--- src/rtl/dbgpwr_pkg.sv ---
package dbgpwr_pkg;

    // word indices (byte address >> 2) of the fixed registers
    localparam int unsigned CTRL_WORD = 16;
    localparam int unsigned STAT_WORD = 17;
    localparam int unsigned OSL_WORD  = 18;

    // control register fields
    localparam int unsigned CTRL_PUP_BIT  = 0;
    localparam int unsigned CTRL_HOLD_BIT = 1;

    // status register fields
    localparam int unsigned STAT_PWR_BIT  = 0;
    localparam int unsigned STAT_DLK_BIT  = 1;
    localparam int unsigned STAT_OSL_BIT  = 2;
    localparam int unsigned STAT_PERM_BIT = 3;

    typedef enum logic [2:0] {
        TGT_NONE,
        TGT_BANK,
        TGT_CTRL,
        TGT_STAT,
        TGT_OSL
    } tgt_e;

    function automatic tgt_e decode_word(input int unsigned word,
                                         input logic        aligned,
                                         input int unsigned nprot);
        tgt_e t;
        t = TGT_NONE;
        if (aligned) begin
            if (word < nprot)           t = TGT_BANK;
            else if (word == CTRL_WORD) t = TGT_CTRL;
            else if (word == STAT_WORD) t = TGT_STAT;
            else if (word == OSL_WORD)  t = TGT_OSL;
        end
        return t;
    endfunction

endpackage

--- src/rtl/dbgpwr_sync.sv ---
module dbgpwr_sync #(
    parameter int unsigned WIDTH  = 2,
    parameter int unsigned STAGES = 2
) (
    input  logic             clk_i,
    input  logic             rst_ni,
    input  logic [WIDTH-1:0] async_i,
    output logic [WIDTH-1:0] sync_o
);

    for (genvar b = 0; b < WIDTH; b++) begin : g_bit
        logic [STAGES-1:0] chain_d, chain_q;

        always_comb begin
            chain_d = {chain_q[STAGES-2:0], async_i[b]};
        end

        always_ff @(posedge clk_i or negedge rst_ni) begin
            if (!rst_ni) chain_q <= '0;
            else         chain_q <= chain_d;
        end

        assign sync_o[b] = chain_q[STAGES-1];
    end

endmodule

--- src/rtl/dbgpwr_bank.sv ---
module dbgpwr_bank #(
    parameter int unsigned NUM_WORDS = 4,
    parameter int unsigned DATA_W    = 32,
    parameter int unsigned IDX_W     = (NUM_WORDS > 1) ? $clog2(NUM_WORDS) : 1
) (
    input  logic              clk_i,
    input  logic              rst_ni,
    input  logic              wr_en_i,
    input  logic              grant_i,
    input  logic [IDX_W-1:0]  idx_i,
    input  logic [DATA_W-1:0] wdata_i,
    output logic [DATA_W-1:0] rd_word_o
);

    typedef struct packed {
        logic [NUM_WORDS-1:0][DATA_W-1:0] word;
    } bank_t;

    bank_t bank_d, bank_q;

    always_comb begin
        bank_d = bank_q;
        if (wr_en_i && grant_i) begin
            bank_d.word[idx_i] = wdata_i;
        end
    end

    always_ff @(posedge clk_i or negedge rst_ni) begin
        if (!rst_ni) bank_q <= '0;
        else         bank_q <= bank_d;
    end

    assign rd_word_o = bank_q.word[idx_i];

endmodule

--- src/rtl/dbgpwr_regs.sv ---
module dbgpwr_regs
    import dbgpwr_pkg::*;
#(
    parameter int unsigned DATA_W = 32
) (
    input  logic              clk_i,
    input  logic              rst_ni,
    input  logic              wr_en_i,
    input  logic              rd_en_i,
    input  tgt_e              tgt_i,
    input  logic [DATA_W-1:0] wdata_i,
    input  logic [DATA_W-1:0] bank_rd_i,
    input  logic              pwr_sync_i,
    input  logic              dlk_sync_i,
    output logic [DATA_W-1:0] rdata_o,
    output logic              rvalid_o,
    output logic              pup_o,
    output logic              hold_o,
    output logic              os_lock_o,
    output logic              grant_o
);

    typedef struct packed {
        logic              pup;
        logic              hold;
        logic              oslock;
        logic              rvalid;
        logic [DATA_W-1:0] rdata;
    } regs_t;

    regs_t st_d, st_q;
    logic  grant;

    assign grant = pwr_sync_i & ~dlk_sync_i;

    always_comb begin
        st_d        = st_q;
        st_d.rvalid = rd_en_i;
        st_d.rdata  = '0;

        if (rd_en_i) begin
            unique case (tgt_i)
                TGT_BANK: st_d.rdata = grant ? bank_rd_i : '0;
                TGT_CTRL: begin
                    st_d.rdata[CTRL_PUP_BIT]  = st_q.pup;
                    st_d.rdata[CTRL_HOLD_BIT] = st_q.hold;
                end
                TGT_STAT: begin
                    st_d.rdata[STAT_PWR_BIT]  = pwr_sync_i;
                    st_d.rdata[STAT_DLK_BIT]  = dlk_sync_i;
                    st_d.rdata[STAT_OSL_BIT]  = st_q.oslock;
                    st_d.rdata[STAT_PERM_BIT] = grant;
                end
                TGT_OSL:  st_d.rdata[0] = st_q.oslock;
                default:  st_d.rdata = '0;
            endcase
        end

        if (wr_en_i) begin
            unique case (tgt_i)
                TGT_CTRL: begin
                    st_d.pup  = wdata_i[CTRL_PUP_BIT];
                    st_d.hold = wdata_i[CTRL_HOLD_BIT];
                end
                TGT_OSL:  st_d.oslock = |wdata_i;
                default:  ;
            endcase
        end
    end

    always_ff @(posedge clk_i or negedge rst_ni) begin
        if (!rst_ni) begin
            st_q        <= '0;
            st_q.oslock <= 1'b1;
        end else begin
            st_q <= st_d;
        end
    end

    assign rdata_o   = st_q.rdata;
    assign rvalid_o  = st_q.rvalid;
    assign pup_o     = st_q.pup;
    assign hold_o    = st_q.hold;
    assign os_lock_o = st_q.oslock;
    assign grant_o   = grant;

endmodule

--- src/rtl/dbgpwr_ctl.sv ---
module dbgpwr_ctl
    import dbgpwr_pkg::*;
#(
    parameter int unsigned ADDR_W   = 8,
    parameter int unsigned DATA_W   = 32,
    parameter int unsigned NUM_PROT = 4,
    parameter int unsigned SYNC_LEN = 2
) (
    input  logic              clk_i,
    input  logic              rst_ni,
    input  logic              wr_en_i,
    input  logic              rd_en_i,
    input  logic [ADDR_W-1:0] addr_i,
    input  logic [DATA_W-1:0] wdata_i,
    output logic [DATA_W-1:0] rdata_o,
    output logic              rvalid_o,
    input  logic              pwr_ack_i,
    input  logic              dbl_lock_i,
    output logic              pwr_up_req_o,
    output logic              no_pdn_req_o,
    output logic              os_lock_o,
    output logic              access_ok_o
);

    localparam int unsigned WORD_W = ADDR_W - 2;
    localparam int unsigned IDX_W  = (NUM_PROT > 1) ? $clog2(NUM_PROT) : 1;

    logic [WORD_W-1:0] word;
    logic              aligned;
    tgt_e              tgt;
    logic [1:0]        sync_q;
    logic [DATA_W-1:0] bank_rd;
    logic              grant;

    assign word    = addr_i[ADDR_W-1:2];
    assign aligned = (addr_i[1:0] == 2'b00);
    assign tgt     = decode_word(32'(word), aligned, NUM_PROT);

    dbgpwr_sync #(
        .WIDTH  (2),
        .STAGES (SYNC_LEN)
    ) i_sync (
        .clk_i   (clk_i),
        .rst_ni  (rst_ni),
        .async_i ({dbl_lock_i, pwr_ack_i}),
        .sync_o  (sync_q)
    );

    dbgpwr_bank #(
        .NUM_WORDS (NUM_PROT),
        .DATA_W    (DATA_W),
        .IDX_W     (IDX_W)
    ) i_bank (
        .clk_i     (clk_i),
        .rst_ni    (rst_ni),
        .wr_en_i   (wr_en_i && (tgt == TGT_BANK)),
        .grant_i   (grant),
        .idx_i     (word[IDX_W-1:0]),
        .wdata_i   (wdata_i),
        .rd_word_o (bank_rd)
    );

    dbgpwr_regs #(
        .DATA_W (DATA_W)
    ) i_regs (
        .clk_i      (clk_i),
        .rst_ni     (rst_ni),
        .wr_en_i    (wr_en_i),
        .rd_en_i    (rd_en_i),
        .tgt_i      (tgt),
        .wdata_i    (wdata_i),
        .bank_rd_i  (bank_rd),
        .pwr_sync_i (sync_q[0]),
        .dlk_sync_i (sync_q[1]),
        .rdata_o    (rdata_o),
        .rvalid_o   (rvalid_o),
        .pup_o      (pwr_up_req_o),
        .hold_o     (no_pdn_req_o),
        .os_lock_o  (os_lock_o),
        .grant_o    (grant)
    );

    assign access_ok_o = grant;

endmodule

--- config.mk ---
export PLATFORM = sky130hd
export DESIGN_NAME = dbgpwr_ctl
export DESIGN_NICKNAME = d
export VERILOG_FILES = /design/src/rtl/dbgpwr_pkg.sv /design/src/rtl/dbgpwr_sync.sv /design/src/rtl/dbgpwr_bank.sv /design/src/rtl/dbgpwr_regs.sv /design/src/rtl/dbgpwr_ctl.sv
export SDC_FILE = /design/constraint.sdc
export NUM_CORES = 1
export LEC_CHECK = 0
export ABC_AREA = 1
export BUFFER_PORTS_ARGS = -buffer_cell sky130_fd_sc_hd__buf_4
export CORE_UTILIZATION = 58
export DETAILED_ROUTE_END_ITERATION = 6
export GPL_TIMING_DRIVEN = 0
export MAX_ROUTING_LAYER = met4
export PLACE_DENSITY = 0.82
export SLEW_MARGIN = 20
export SYNTH_ARGS = -nofsm -noshare
export SYNTH_HDL_FRONTEND = slang
export SYNTH_SLANG_ARGS = --single-unit
--- constraint.sdc ---
create_clock -name clk_i -period 2.27 [get_ports clk_i]
set_clock_uncertainty 0.2 [all_clocks]
set_input_delay 0.454 -clock clk_i [delete_from_list [all_inputs] [get_ports clk_i]]
set_output_delay 0.454 -clock clk_i [all_outputs]
set_load 0.005 [all_outputs]
==> impl_metrics.ini, run 1 <==
[sta]
slew_viol_final = 0
worst_slack_ps = 340
rsz0062_at_grt = no
setup_tns_ps = 0
slew_headroom_pct = 54.8
final_hold_viol_count = 0
max_freq_ghz = 0.518
finalCritPeriodShare_pct = 85.0
setup_viol = 0
tightest_slew_ps = 678
period_needed_ps = 1930

[clock_tree]
clock_latency_ps = 430
clock-sinks = 168
cts_root_buffer = clkbuf_16
h-tree-depth = 4
clk_path_buf_depth = 2
cts_resized = 0
cts_made_buffers = 17
path_clk_slew_ps = 60
cts_tree = done

[logic_synthesis]
synth.distinct_cells = 27
synth-seq-cells = 168
ys_seq_area_share_pct = 57.8
synth_area_leaders = dfrtp_1 (57%), nand2_1 (11%), o21ai_2 (7.0%)
yosysTopAreaCellShare_pct = 57.4
syn_inst = 730
synth_area_per_cell_um2 = 9.97
yosysTopAreaCell = dfrtp_1
synth_nets = 776
ys_warn_count = 0
synth_area_mm2 = 0.00728

[route]
remaining_drc_errors = 1
vias_per_cell = 5.79
wl_per_cell_um = 18.2
vias = 5880
first_iter_violations = 741
wirelength_um = 18500
firstDrtPassIters = 7
antenna_left = 0

[layout]
finalInstanceArea_mm2 = 0.00878
final_common_cell = nand2_1
nNetsFinal = 880
final_cell_mix = nand2_1 (208), dfrtp_1 (167), buf_4 (80), o21ai_1 (70), o21ai_2 (58)
area_delta_synth_final_pct = 20.7
n_antenna_cell = 0
drive_gt1_share_pct = 25.6

[pwr]
leakagePower_uw = 0.00412
peakVddDrop_mv = 0.630
powerDensity_mw_per_mm2 = 739
power_uw = 6500

[placement]
dp_slack_ps = 73.0
postPlaceCellArea_mm2 = 0.00812
portBuffers = 80
hpwl_um = 11600
gp_congestion = 0.838

[setup_path]
r2r_cells = 7
crit_start = i_sync.g_bit[1].chain_q[1]
r2r-end = i_bank.bank_q[84]
cp_num_cells = 7
crit_fanout = 10
worstReg2RegStart = i_sync.g_bit[1].chain_q[1]
worst_ep_arrival_time_ps = 2040
start_kind = register
crit_slowest_cell = dfrtp_1
rrSetupSlack_ps = 340
critical_path.top_delay_family = simple AND/OR/NAND/NOR gates
crit_buf_inv = 2
cpPeakStageDelay_ps = 410
crit_required_ps = 2380
critPathCapture = i_bank.bank_q[84]
crit_type = reg -> reg
crit_chain = nor2_4, inv_1, nor2_4, nand3_4, buf_6, nand2_1, o21ai_2
endpoint_kind = register
cpMostUsedCell = nor2_4

[grt]
grt_overflow = 0
grt_start_max_net_pins = 108
grt_pass1_wl_um = 29600
grt_util_all_layers_pct = 31.4
antenna_found_initial = 0
grt_pass1_vias = 5825

[floorplan]
die_area_mm2 = 0.0130
die_w_um = 114
start_util_pct = 60.1
die_y_um = 114
core-area_mm2 = 0.0121
row_count = 40
io_pins = 83

[worst_hold_path]
min_path_cells = 3
hp-class = in -> reg

[status]
violations = DRC
status = finished, violations left

[run]
drv_cap = 0
## Yosys cell counts (all sizes together)
cell	number
a221oi	24
o21bai	1
nand4	10
clkbuf	11
nand2	210
a22oi	10
o21ai	131
nand3	18
dfstp	1
inv	46
dfrtp	167
a21oi	26
buf	31
nor3	1
nor2	43
## registers in the layout (all words and copies together), names as in the netlist
| name | flops |
|---|---|
| i_bank.bank_q | 128 |
| i_regs.pup_o | 1 |
| i_regs.rvalid_o | 1 |
| i_regs.os_lock_o | 1 |
| i_regs.rdata_o | 32 |
| i_regs.hold_o | 1 |
| i_sync.g_bit.chain_q | 4 |
## layer usage
layer  wire [um]  track usage (%)  vias to the layer above
met4         475             12.4                        0
met3        1190             6.75                       51
met1        7350             39.0                     2902
met2        9430             50.4                      271
li1            -                -                     2656
met5           0                -                        -
## metrics by stage
stage / hold WS [ps] / utilization [%] / cells
6_report: 148 / 72.5 / 1015
5_1_grt: 155 / 72.5 / 1015
4_1_cts: 135 / 72.5 / 1015
3_5_place_dp: 136 / 67.1 / 979
3_3_place_gp: 132 / 66.8 / 978
2_1_floorplan: -41.6 / - / 730
## report_power, final
group          internal (uW)  switching [uW]  total, uW  leakage (uW)
combinational            125             256        381       0.00150
sequential              3050            31.3       3080       0.00232
clock                   1870            1170       3040      0.000296
## cells by family after synthesis
group	count (synthesis)	synth area share [%]
DFF	168	57.8
AOI/OAI and AO/OA	192	17.8
buffers and inverters	88	7.31
and+or+nand+nor	282	17.1
## layout make-up
class	count	area, um2
buffer	42	354
multi-input combinational	474	2540
clock inverter	12	175
sequential	168	4210
tap	168	210
clock buffer	20	447
inverter	46	178
fill	889	3330
timing repair buffer	85	676
## worst min-delay path: cells and delay by family
kind	cells	cell delay (ps)
buffers and inverters	2	150
AOI/OAI and AO/OA	1	140
## repair_timing
| action | in CTS | in global routing |
|---|---|---|
| endpoints found under the hold margin | 64 | 0 |
| hold buffers | 4 | 0 |
| endpoints found under the setup margin | 0 | 0 |
| setup buffers | 0 | 0 |
## worst min path at each step
stage	startpoint	end	slack [ps]
floorplan	rst_ni	i_bank.bank_q[0]	-40
global placement	i_sync.g_bit[0].chain_q[0]	i_sync.g_bit[0].chain_q[1]	130
detailed placement	i_sync.g_bit[0].chain_q[0]	i_sync.g_bit[0].chain_q[1]	140
CTS	wdata_i[22]	i_bank.bank_q[54]	140
global route	wdata_i[22]	i_bank.bank_q[54]	150
finish	wdata_i[22]	i_bank.bank_q[54]	150
Note: power is estimated with default switching activity, not from simulation.
==> inputs of run 2 (changes only) <==
- clock period: 2.27 -> 1.8 ns (I/O delays scaled with it)
==> run 2 against run 1 <==
  * Critical path depth is 1 higher
  * Fmax grew 6.9%
  * The run ends with DRC, setup timing left
  * Critical endpoint is now i_bank.bank_q[40]
  * Routed wire length up 6.8%
  * Critical path type unchanged
  * Count of clock-buffer cells in the layout is the same
==> impl_metrics.ini, run 2 (same netlist as run 1, synthesis figures left out) <==
[grt]
grt_util_all_layers_pct = 31.6
grt_pass1_wl_um = 29900
grt_overflow = 0
grt_start_max_net_pins = 108
grt_pass1_vias = 5864
antenna_found_initial = 0

[status]
status = finished, violations left
violations = DRC, setup timing

[worst_hold_path]
min_path_cells = 3
hold_end = i_bank.bank_q[54]
hold_start = wdata_i[22]
hp-class = in -> reg

[clock_tree]
clock-sinks = 168
cts_tree = done
clock_latency_ps = 430
h-tree-depth = 4
cts_root_buffer = clkbuf_16
cts_made_buffers = 17
clk_path_buf_depth = 2
path_clk_slew_ps = 60

[layout]
final_common_cell = nand2_1
multi_input_area_mm2 = 0.00267
largest_reg_flops = 128
n_antenna_cell = 0
finalNonFillerCells = 1031
drive_gt1_share_pct = 30.1
final_cell_mix = nand2_1 (186), dfrtp_1 (167), buf_4 (87), o21ai_1 (66), o21ai_2 (62)
finalInstanceArea_mm2 = 0.00911
regArea_mm2 = 0.00421
top_register = i_bank.bank_q
area_delta_synth_final_pct = 25.2
fillers = 816
nNetsFinal = 896

[placement]
hpwl_um = 11600
dp_slack_ps = -303
gp_congestion = 0.838
portBuffers = 80
placed_cells = 979
postPlaceCellArea_mm2 = 0.00812

[route]
vias_per_cell = 5.94
remaining_drc_errors = 2
wirelength_um = 19700
vias = 6127
antenna_left = 0
firstDrtPassIters = 7
first_iter_violations = 689
wl_per_cell_um = 19.1

[pwr]
pwr-share-seq_pct = 47.3
pwr-share-clk_pct = 46.6
leakagePower_uw = 0.00425
power_switching_uw = 1860
peakVddDrop_mv = 0.784
powerDensity_mw_per_mm2 = 903
power_uw = 8220
pwr-share-comb_pct = 6.1
switching_share_pct = 22.6
internal_power_uw = 6360

[floorplan]
die_w_um = 114
io_pins = 83
core-area_mm2 = 0.0121
start_util_pct = 60.1
row_count = 40
die_area_mm2 = 0.0130
die_y_um = 114

[setup_path]
crit_chain = nor2_4, inv_2, nor2_4, buf_12, nand3_4, clkbuf_16, nand2_2, o21ai_1
rrSetupSlack_ps = -5
crit_fanout = 8
crit_required_ps = 1900
cpPeakStageDelay_ps = 410
start_kind = register
endpoint_kind = register
r2r-end = i_bank.bank_q[40]
cpMostUsedCell = nor2_4
worstReg2RegStart = i_sync.g_bit[1].chain_q[1]
crit_slowest_cell = dfrtp_1
r2r_cells = 8
crit_type = reg -> reg
worst_ep_arrival_time_ps = 1910

[sta]
slew_headroom_pct = 52.6
worst_slack_ps = -4.68
setup_viol = 1
final_hold_viol_count = 0
finalCritPeriodShare_pct = 100
max_freq_ghz = 0.554
tightest_slew_ps = 711
rsz0062_at_grt = yes
finalHoldWorstSlack_ps = 47.6
slew_viol_final = 0
period_needed_ps = 1800

[run]
drv_cap = 0
[run 2: changes by cell type in the layout (fill, tap and decap cells not counted), sizes merged]
cell / delta
nand3: +4
clkbuf: +4
buf: +8
[run 2: worst max path at each step]
stage,startpoint,end,slack (ps),depth (start not counted)
final,i_sync.g_bit[1].chain_q[1],i_bank.bank_q[40],-5,8
after global routing,i_sync.g_bit[1].chain_q[1],i_bank.bank_q[38],-60,8
after CTS,i_sync.g_bit[0].chain_q[1],i_bank.bank_q[77],40,9
after detailed placement,addr_i[1],i_regs.rdata_o[21],-300,8
after global placement,rst_ni,i_bank.bank_q[122],-630,1
after floorplan,addr_i[3],i_bank.bank_q[59],70,10
[run 2: worst max-delay path, delay by kind of cell, from the launching register on]
kind	cells	cell delay, ps
and+or+nand+nor	4	520
buffers and inverters	3	480
DFF	1	410
AOI/OAI and AO/OA	1	70
[run 2: power groups by stage]
stage	logic [uW]	clock network [uW]	registers, uW
finish	504	3830	3890
global route	554	4010	3890
CTS	489	3840	3880
detailed placement	468	0	3950
global placement	444	0	3950
floorplan	222	0	3940
[run 2: per-layer routing]
| layer | GRT usage [%] | routed length, um |
|---|---|---|
| met3 | 7.23 | 1610 |
| met4 | 13.0 | 469 |
| met5 | - | 0 |
| met2 | 50.1 | 10100 |
| met1 | 39.5 | 7560 |
[run 2: final cells by class]
cell class	count	share of cell area, %
multi-input cells	478	29.3
well taps	168	2.31
repair buffers	97	9.31
plain buffers	42	4.17
clock inverters	12	1.92
flip-flops and latches	168	46.2
clock buffers	20	4.90
inverters	46	1.95
[run 2: metrics by stage]
stage	TNS, ps	utilization [%]
2_1_floorplan	0	-
3_3_place_gp	-126490	66.8
3_5_place_dp	-29400	67.1
4_1_cts	0	73.1
5_1_grt	-1060	75.2
6_report	-4.68	75.2
[run 2: what timing repair did]
action,4_1_cts,5_1_grt
gates resized for setup,1,36
setup buffers,5,3
endpoints found under the hold margin,65,0
pin swaps,4,2
hold buffers,4,0
cloned,1,7
setup endpoints to repair,128,91
==> inputs of run 3 (changes only) <==
--- a/config.mk
+++ b/config.mk
@@ -14,3 +14,3 @@
 export PLACE_DENSITY = 0.82
-export SLEW_MARGIN = 20
+export SLEW_MARGIN = 10
 export SYNTH_ARGS = -nofsm -noshare
--- a/constraint.sdc
+++ b/constraint.sdc
@@ -4,2 +4,2 @@
 set_output_delay 0.36 -clock clk_i [all_outputs]
-set_load 0.005 [all_outputs]
+set_load 0.1 [all_outputs]
==> run 3 against run 2 <==
  * The run ends with setup timing left
  * Sequential share of layout area shrank 0.42 points
  * Combinational power rose by 14%
  * Die area is the same
  * Design area grew 0.92%
  * Cell count unchanged
  * Setup slack worse by 70 ps
  * First-iteration DRC count grew 3.2%
  * Flip-flop and latch count is the same
  * Critical path type unchanged
  * Critical endpoint is now i_bank.bank_q[17]
  * Largest cell class unchanged
==> impl_metrics.ini, run 3 (same netlist as run 1, synthesis figures left out) <==
[status]
status = finished, violations left
violations = setup timing

[pwr]
peakVddDrop_mv = 0.727
internal_power_uw = 6170
powerDensity_mw_per_mm2 = 878
leakagePower_uw = 0.00425
pwr-share-seq_pct = 48.2
pwr-share-clk_pct = 44.7
switching_share_pct = 23.6
power_switching_uw = 1900
pwr-share-comb_pct = 7.1
power_uw = 8080

[sta]
final_hold_viol_count = 0
max_freq_ghz = 0.534
finalCritPeriodShare_pct = 104
period_needed_ps = 1870
rsz0062_at_grt = yes
slew_headroom_pct = 53.6
finalHoldWorstSlack_ps = 56.9
tightest_slew_ps = 696
slew_viol_final = 0
worst_slack_ps = -74.3
setup_viol = 101

[layout]
area_delta_synth_final_pct = 26.4
n_antenna_cell = 0
largest_reg_flops = 128
final_common_cell = dfrtp_1
finalNonFillerCells = 1031
drive_gt1_share_pct = 31.9
nNetsFinal = 896
final_cell_mix = dfrtp_1 (167), nand2_1 (166), buf_4 (85), o21ai_1 (69), o21ai_2 (59)
top_register = i_bank.bank_q

[floorplan]
die_w_um = 114
start_util_pct = 60.1
core-area_mm2 = 0.0121
row_count = 40
die_area_mm2 = 0.0130
die_y_um = 114
io_pins = 83

[route]
remaining_drc_errors = 0
wl_met1_um = 7840
vias_per_cell = 5.88
wl_met2_um = 9980
wirelength_um = 20000
vias = 6061
firstDrtPassIters = 5
top_layer = met4
antenna_left = 0
first_iter_violations = 711
wl_met3_um = 1560
wl_per_cell_um = 19.4

[setup_path]
worst_ep_arrival_time_ps = 1980
crit_chain = inv_2, nor2_4, inv_2, nor2_4, buf_12, nand3_4, buf_8, nand2_1, o21ai_2
cpPeakStageDelay_ps = 390
worstReg2RegStart = i_sync.g_bit[0].chain_q[1]
crit_required_ps = 1910
crit_start = i_sync.g_bit[0].chain_q[1]
crit_type = reg -> reg
endpoint_kind = register
start_kind = register
crit_slowest_cell = dfrtp_1
crit_fanout = 10

[clock_tree]
clk_path_buf_depth = 2
clock-sinks = 168
h-tree-depth = 4
cts_made_buffers = 17
clock_latency_ps = 430
path_clk_slew_ps = 70
cts_root_buffer = clkbuf_16
cts_tree = done

[grt]
antenna_found_initial = 0
grt_pass1_vias = 6019
grt_overflow = 0
grt_util_all_layers_pct = 31.6
grt_start_max_net_pins = 96
grt_pass1_wl_um = 30000

[worst_hold_path]
hp-class = in -> reg
hold_start = wdata_i[22]

[placement]
placed_cells = 979
portBuffers = 80
gp_congestion = 0.846
dp_slack_ps = -262
hpwl_um = 11600

[run]
drv_cap = 0
==> run 3: area by class of cell <==
type | count | area (um2)
flip-flops and latches | 168 | 4210
fillers | 787 | 2920
multi-input cells | 478 | 2780
repair buffers | 97 | 868
clock buffers | 25 | 485
plain buffers | 42 | 378
well taps | 168 | 210
inverters | 46 | 178
clock inverters | 7 | 91.3
==> run 3: power groups by stage <==
stage,clock (uW),combinational [uW],sequential [uW]
final,3610,575,3890
after detailed placement,0,532,3950
after CTS,3600,552,3880
after global placement,0,506,3950
after global routing,3770,622,3900
after floorplan,0,233,3990
==> run 3: worst max-delay path, delay by kind of cell, from the launching register on <==
family,cells,cell delay (ps)
AO/OA/AOI/OAI,1,70
AND/OR/NAND/NOR,4,560
buffers and inverters,4,520
flip-flops,1,390
==> run 3: timing repair <==
item	CTS	global route
gates cloned	0	8
resized for setup	4	52
pin swaps	5	3
setup buffers	6	2
hold buffers	4	0
endpoints found under the setup margin	110	127
hold endpoints to repair	76	0
==> run 3: metrics by stage <==
stage               setup TNS (ps)  cell area [um2]  util [%]
global placement           -132060             8130      67.1
CTS                              0             8840      73.0
finish                       -2200             9200      75.9
floorplan                   -36880             7320         -
detailed placement          -27620             8160      67.4
global route                 -9960             9200      75.9
==> run 3: layer usage <==
metal  up-vias  global-route usage [%]
met5         -                       -
met4         0                    12.7
met3        69                    6.06
met2       327                    51.4
met1      2979                    39.1
li1       2686                       -
==> run 3: worst paths after layout <==
kind	endpoint	slack, ps	cells after the start
hold reg to reg	i_sync.g_bit[1].chain_q[1]	150	0
max in group asynchronous	i_bank.bank_q[122]	260	3
hold / removal	i_bank.bank_q[54]	60	3
setup reg to reg	i_bank.bank_q[17]	-70	9
setup / recovery	i_bank.bank_q[17]	-70	9
min in group asynchronous	i_bank.bank_q[73]	290	2
